<file path="src/rtl/outer_chr_pkg.sv">
package outer_chr_pkg;

    localparam int BASE_W  = 8;
    localparam int INNER_W = 8;
    localparam int PPU_W   = 3;
    localparam int LATCH_W = 2;
    localparam int OUT_W   = BASE_W + PPU_W;

    typedef enum logic [2:0] {
        RG_INNER_WIDE,
        RG_INNER_NARROW,
        RG_LATCH_WIDE,
        RG_LATCH_NARROW,
        RG_FIXED
    } regime_e;

    typedef struct packed {
        logic src_ppu;
        logic latch_off;
        logic size_half;
    } chr_mode_t;

    function automatic regime_e classify(chr_mode_t m);
        regime_e r;
        if (!m.src_ppu)
            r = m.size_half ? RG_INNER_NARROW : RG_INNER_WIDE;
        else if (m.latch_off)
            r = RG_FIXED;
        else
            r = m.size_half ? RG_LATCH_NARROW : RG_LATCH_WIDE;
        return r;
    endfunction

    function automatic logic latch_active(chr_mode_t m);
        return m.src_ppu && !m.latch_off;
    endfunction

endpackage

</file>
<file path="src/rtl/chr_base_reg.sv">
module chr_base_reg
    import outer_chr_pkg::*;
#(
    parameter int          AW    = 16,
    parameter logic [15:0] MATCH = 16'h5002,
    parameter logic [15:0] MASK  = 16'hF013
) (
    input  logic              clk,
    input  logic              rst,
    input  logic              wr,
    input  logic [AW-1:0]     addr,
    input  logic [BASE_W-1:0] data,
    output logic [BASE_W-1:0] base_q
);
    logic hit;

    always_comb hit = wr && ((addr & MASK[AW-1:0]) == MATCH[AW-1:0]);

    always_ff @(posedge clk) begin
        if (rst)
            base_q <= '0;
        else if (hit)
            base_q <= data;
    end
endmodule

</file>
<file path="src/rtl/chr_bank_latch.sv">
module chr_bank_latch
    import outer_chr_pkg::*;
#(
    parameter int AW = 16
) (
    input  logic               clk,
    input  logic               rst,
    input  logic               enable,
    input  logic               wr,
    input  logic [AW-1:0]      addr,
    input  logic [LATCH_W-1:0] data,
    output logic [LATCH_W-1:0] latch_q
);
    always_ff @(posedge clk) begin
        if (rst)
            latch_q <= '0;
        else if (enable && wr && addr[AW-1])
            latch_q <= data;
    end
endmodule

</file>
<file path="src/rtl/chr_addr_mux.sv">
module chr_addr_mux
    import outer_chr_pkg::*;
(
    input  regime_e             regime,
    input  logic [BASE_W-1:0]   base,
    input  logic [INNER_W-1:0]  inner,
    input  logic [LATCH_W-1:0]  latch,
    input  logic [PPU_W-1:0]    ppu,
    output logic [OUT_W-1:0]    addr
);
    always_comb begin
        unique case (regime)
            RG_INNER_WIDE:   addr = {base[7:5], inner[7:0]};
            RG_INNER_NARROW: addr = {base[7:4], inner[6:0]};
            RG_LATCH_WIDE:   addr = {base[7:2], latch[1:0], ppu};
            RG_LATCH_NARROW: addr = {base[7:1], latch[0], ppu};
            default:         addr = {base, ppu};
        endcase
    end
endmodule

</file>
<file path="src/rtl/outer_chr_composer.sv">
module outer_chr_composer
    import outer_chr_pkg::*;
#(
    parameter int          CPU_AW     = 16,
    parameter logic [15:0] BASE_MATCH = 16'h5002,
    parameter logic [15:0] BASE_MASK  = 16'hF013
) (
    input  logic               clk,
    input  logic               rst,
    input  logic               mode_src_ppu,
    input  logic               mode_latch_off,
    input  logic               mode_size_half,
    input  logic               cpu_wr,
    input  logic [CPU_AW-1:0]  cpu_addr,
    input  logic [BASE_W-1:0]  cpu_data,
    input  logic [PPU_W-1:0]   ppu_addr,
    input  logic [INNER_W-1:0] inner_bank,
    output logic [OUT_W-1:0]   chr_addr,
    output logic               chr_ram_sel
);
    chr_mode_t          mode;
    regime_e            regime;
    logic [BASE_W-1:0]  base_q;
    logic [LATCH_W-1:0] latch_q;

    always_comb begin
        mode.src_ppu   = mode_src_ppu;
        mode.latch_off = mode_latch_off;
        mode.size_half = mode_size_half;
        regime         = classify(mode);
        chr_ram_sel    = !mode.src_ppu && mode.latch_off;
    end

    chr_base_reg #(.AW(CPU_AW), .MATCH(BASE_MATCH), .MASK(BASE_MASK)) u_base (
        .clk(clk), .rst(rst), .wr(cpu_wr), .addr(cpu_addr),
        .data(cpu_data), .base_q(base_q)
    );

    chr_bank_latch #(.AW(CPU_AW)) u_latch (
        .clk(clk), .rst(rst), .enable(latch_active(mode)), .wr(cpu_wr),
        .addr(cpu_addr), .data(cpu_data[LATCH_W-1:0]), .latch_q(latch_q)
    );

    chr_addr_mux u_mux (
        .regime(regime), .base(base_q), .inner(inner_bank),
        .latch(latch_q), .ppu(ppu_addr), .addr(chr_addr)
    );
endmodule

</file>
<file path="config.mk">
export PLATFORM = sky130hd
export DESIGN_NAME = outer_chr_composer
export DESIGN_NICKNAME = d
export VERILOG_FILES = /design/src/rtl/outer_chr_pkg.sv /design/src/rtl/chr_base_reg.sv /design/src/rtl/chr_bank_latch.sv /design/src/rtl/chr_addr_mux.sv /design/src/rtl/outer_chr_composer.sv
export SDC_FILE = /design/constraint.sdc
export NUM_CORES = 1
export LEC_CHECK = 0
export ABC_AREA = 1
export BUFFER_PORTS_ARGS = -buffer_cell sky130_fd_sc_hd__buf_2
export CORE_UTILIZATION = 35
export DETAILED_ROUTE_END_ITERATION = 7
export GPL_ROUTABILITY_DRIVEN = 0
export GPL_TIMING_DRIVEN = 1
export PLACE_DENSITY_LB_ADDON = 0.08
export SKIP_CTS_REPAIR_TIMING = 1
export SYNTH_ARGS = -nofsm -noshare
export SYNTH_HDL_FRONTEND = slang
export SYNTH_SLANG_ARGS = --single-unit
</file>
<file path="constraint.sdc">
create_clock -name clk -period 0.93 [get_ports clk]
set_input_delay 0.0465 -clock clk [delete_from_list [all_inputs] [get_ports clk]]
set_output_delay 0.0465 -clock clk [all_outputs]
set_load 0.05 [all_outputs]
</file>
==> summary.md <==
| Metric | Value |
|---|---|
| Status | `finished, violations left` |
| Violated checks | `negative setup slack` |
| Commonest non-fill, non-tap cell in the layout | `buf_2` |
| Ports | `53` |
| RSZ-0062 raised after global routing | `true` |
| CP Capture Type | `primary output` |
| Input/output buffers | `43` |
| Worst VDD drop | `about 640 uV` |
| TritonRoute pass-1 iters | `4` |
| Worst Max-Slew Pin Slew | `0.263 ns` |
| Drt wl/cell | `roughly 8.7 um` |
| Yosys Warn Count | `0` |
| Die width | `between 40 and 50 um` |
| Crit path max-delay cell type | `dfxtp_2` |
| Final Slew Violations | `0` |
| Num rows | `15` |
| Global-route usage over all layers | `0.168` |
| Diode count | `0` |
| Crit Path Category | `reg2out` |
| Bufs on Longest Clock Path | `2` |
| Mean Syn Cell Area | `around 6 um^2` |
| Commonest non-fill, non-tap cells in the layout | `buf_2 (36), nand2_1 (33), nor2_1 (22)` |
| Final hold violations | `0` |
| H-tree level count | `1` |
| Vias in the first global route | `622` |
| Pleak | `0.000588 uW` |
| First-pass GRT wire length | `2.48 mm` |
| F_max | `925 MHz` |
| Power Total | `1060 uW` |
| Final period util | `1.16` |
| Initial antenna violation count | `0` |
| Post-Synth Simple-Gate Area | `0.517` |
| CTS Buf Count | `3` |
| Utilization after layout | `0.561` |
| Mux cell area share after synthesis | `0.0165` |
| Post-synth cell types | `17` |
| Post-route DRC | `0` |
| Sequential fraction of the synthesis area | `0.294` |
| Starting density of the core | `0.382` |
| Root buf cell | `clkbuf_4` |
| Total wire length | `1.59 mm` |
| Arrival time of the worst setup path | `1.03 ns` |
| Net Count, Synth | `153` |
| Startpoint types | `flip-flop` |
| Pre-CTS setup slack | `-0.000946 ns` |
| Final setup fails | `3` |
| Worst Path Required | `0.88 ns` |
| Hold Crit Depth | `3` |
| Flops & latches, synth | `10` |
| Die H | `~46 um` |
| Clock Latency Late Sink | `0.27 ns` |
| Vias/cell | `4.22` |
| Synth Area in XOR/XNOR | `0` |
| Number of max-cap violations | `0` |
| Largest family of logic cells by synthesized area | `simple AND/OR/NAND/NOR gates` |
| Worst hold path class | `in2reg` |
| Final cell count without fillers | `182` |
| Global route overflow | `0` |
| Placed Cells | `between 150 and 200` |
| Final worst slack | `-0.151 ns` |
| Initial DRC count | `15` |
| Antenna Nets Post-Route | `0` |
| Final setup skew | `0 ns` |
| CP Cell Sequence | `buf_4, nand2_1, nand3_2, buf_8` |
| Largest net degree at the start of global routing | `11` |
| Reg2Reg Depth | `3` |
| Total number of vias | `768` |
| Adder-cell area share of the yosys netlist | `0` |
| CTS tree | `built` |
| Final setup TNS | `-0.307 ns` |
| Post-layout nets | `200` |
| Die Area | `2130 um^2` |
| Maximum fanout along the worst path | `2` |
| Critical path's largest stage delay | `around 0.33 ns` |
| Synth Instances | `112` |
| Share of layout cells above drive strength 1 | `0.414` |
| PwrDens | `1060 nW/um^2` |
| Area delta synth->final | `46.8%` |
| Mapped Area | `682 um^2` |
| Sink Count | `10` |
| Post-synthesis compound-gate area fraction | `0.0294` |
| Normalized max-slew margin | `0.823` |
| CTS clk-pin slew, worst paths | `~0.060 ns` |
| Final Critical Period | `1.08 ns` |
| Core area | `1780 um^2` |
| DPL Wire Length | `1.23 mm` |
## worst paths after layout
kind | start | end | slack [ns]
worst max-delay path | u_base.base_q[1]$_SDFFE_PP0P_ | chr_addr[4] | -0.15
worst min-delay path | cpu_data[1] | u_latch.latch_q[1]$_SDFFE_PP0P_ | 0.03
worst max register to register | u_base.base_q[1]$_SDFFE_PP0P_ | u_base.base_q[1]$_SDFFE_PP0P_ | 0.23
worst min register to register | u_base.base_q[3]$_SDFFE_PP0P_ | u_base.base_q[3]$_SDFFE_PP0P_ | 0.47
## flip-flops by register name, summed over array words and instances, names as in the netlist
| signal | flops |
|---|---|
| u_base.base_q | 8 |
| u_latch.latch_q | 2 |
## area by class of cell
cell class	instances	area [um^2]
fillers	190	782
multi-input cells	80	397
repair buffers	46	278
flip-flops and latches	10	205
inverters	18	67.6
well taps	25	31.3
clock buffers	3	22.5
## synth_stat cells (all sizes together)
library cell	instances	area (um^2)
o21ai	3	15.0
nor2	26	136
buf	4	30.0
clkinv	1	3.75
nor3	2	10.0
nand2	35	141
inv	17	63.8
dfxtp	10	200
mux2	1	11.3
a21oi	1	5.00
nand3	12	65.1
## worst max-delay path, delay by kind of cell, from the launching register on
family                 cells  cell delay (ns)
DFF                        1             0.33
buffers and inverters      2             0.29
and+or+nand+nor            2             0.15
## power by group
group / internal, uW / leakage (uW) / switching, uW
clock: 150 / 0.0000138 / 152
combinational: 123 / 0.000492 / 201
sequential: 433 / 0.0000827 / 2.15
## metal layers
| metal | vias up | routed length [um] | GRT usage | part of all wire |
|---|---|---|---|---|
| li1 | 430 | - | - | - |
| met1 | 312 | 713 | 0.200 | 0.45 |
| met2 | 22 | 756 | 0.262 | 0.48 |
| met3 | 4 | 84 | 0.0588 | 0.053 |
| met4 | 0 | 30 | 0.0882 | 0.019 |
| met5 | - | 0 | 0 | 0 |
## cells by family after synthesis
kind of cell	after synthesis
and+or+nand+nor	75
buffers and inverters	22
DFF	10
AOI/OAI and AO/OA	4
muxes	1
## metrics by stage
stage / hold slack (ns) / area (um^2)
after global placement: 0.299 / 926
after detailed placement: 0.309 / 926
after global routing: 0.0432 / 1000
after floorplan: 0.189 / 687
after CTS: 0.0293 / 948
final: 0.0277 / 1000
No activity file was read; power rests on OpenSTA's default activity.
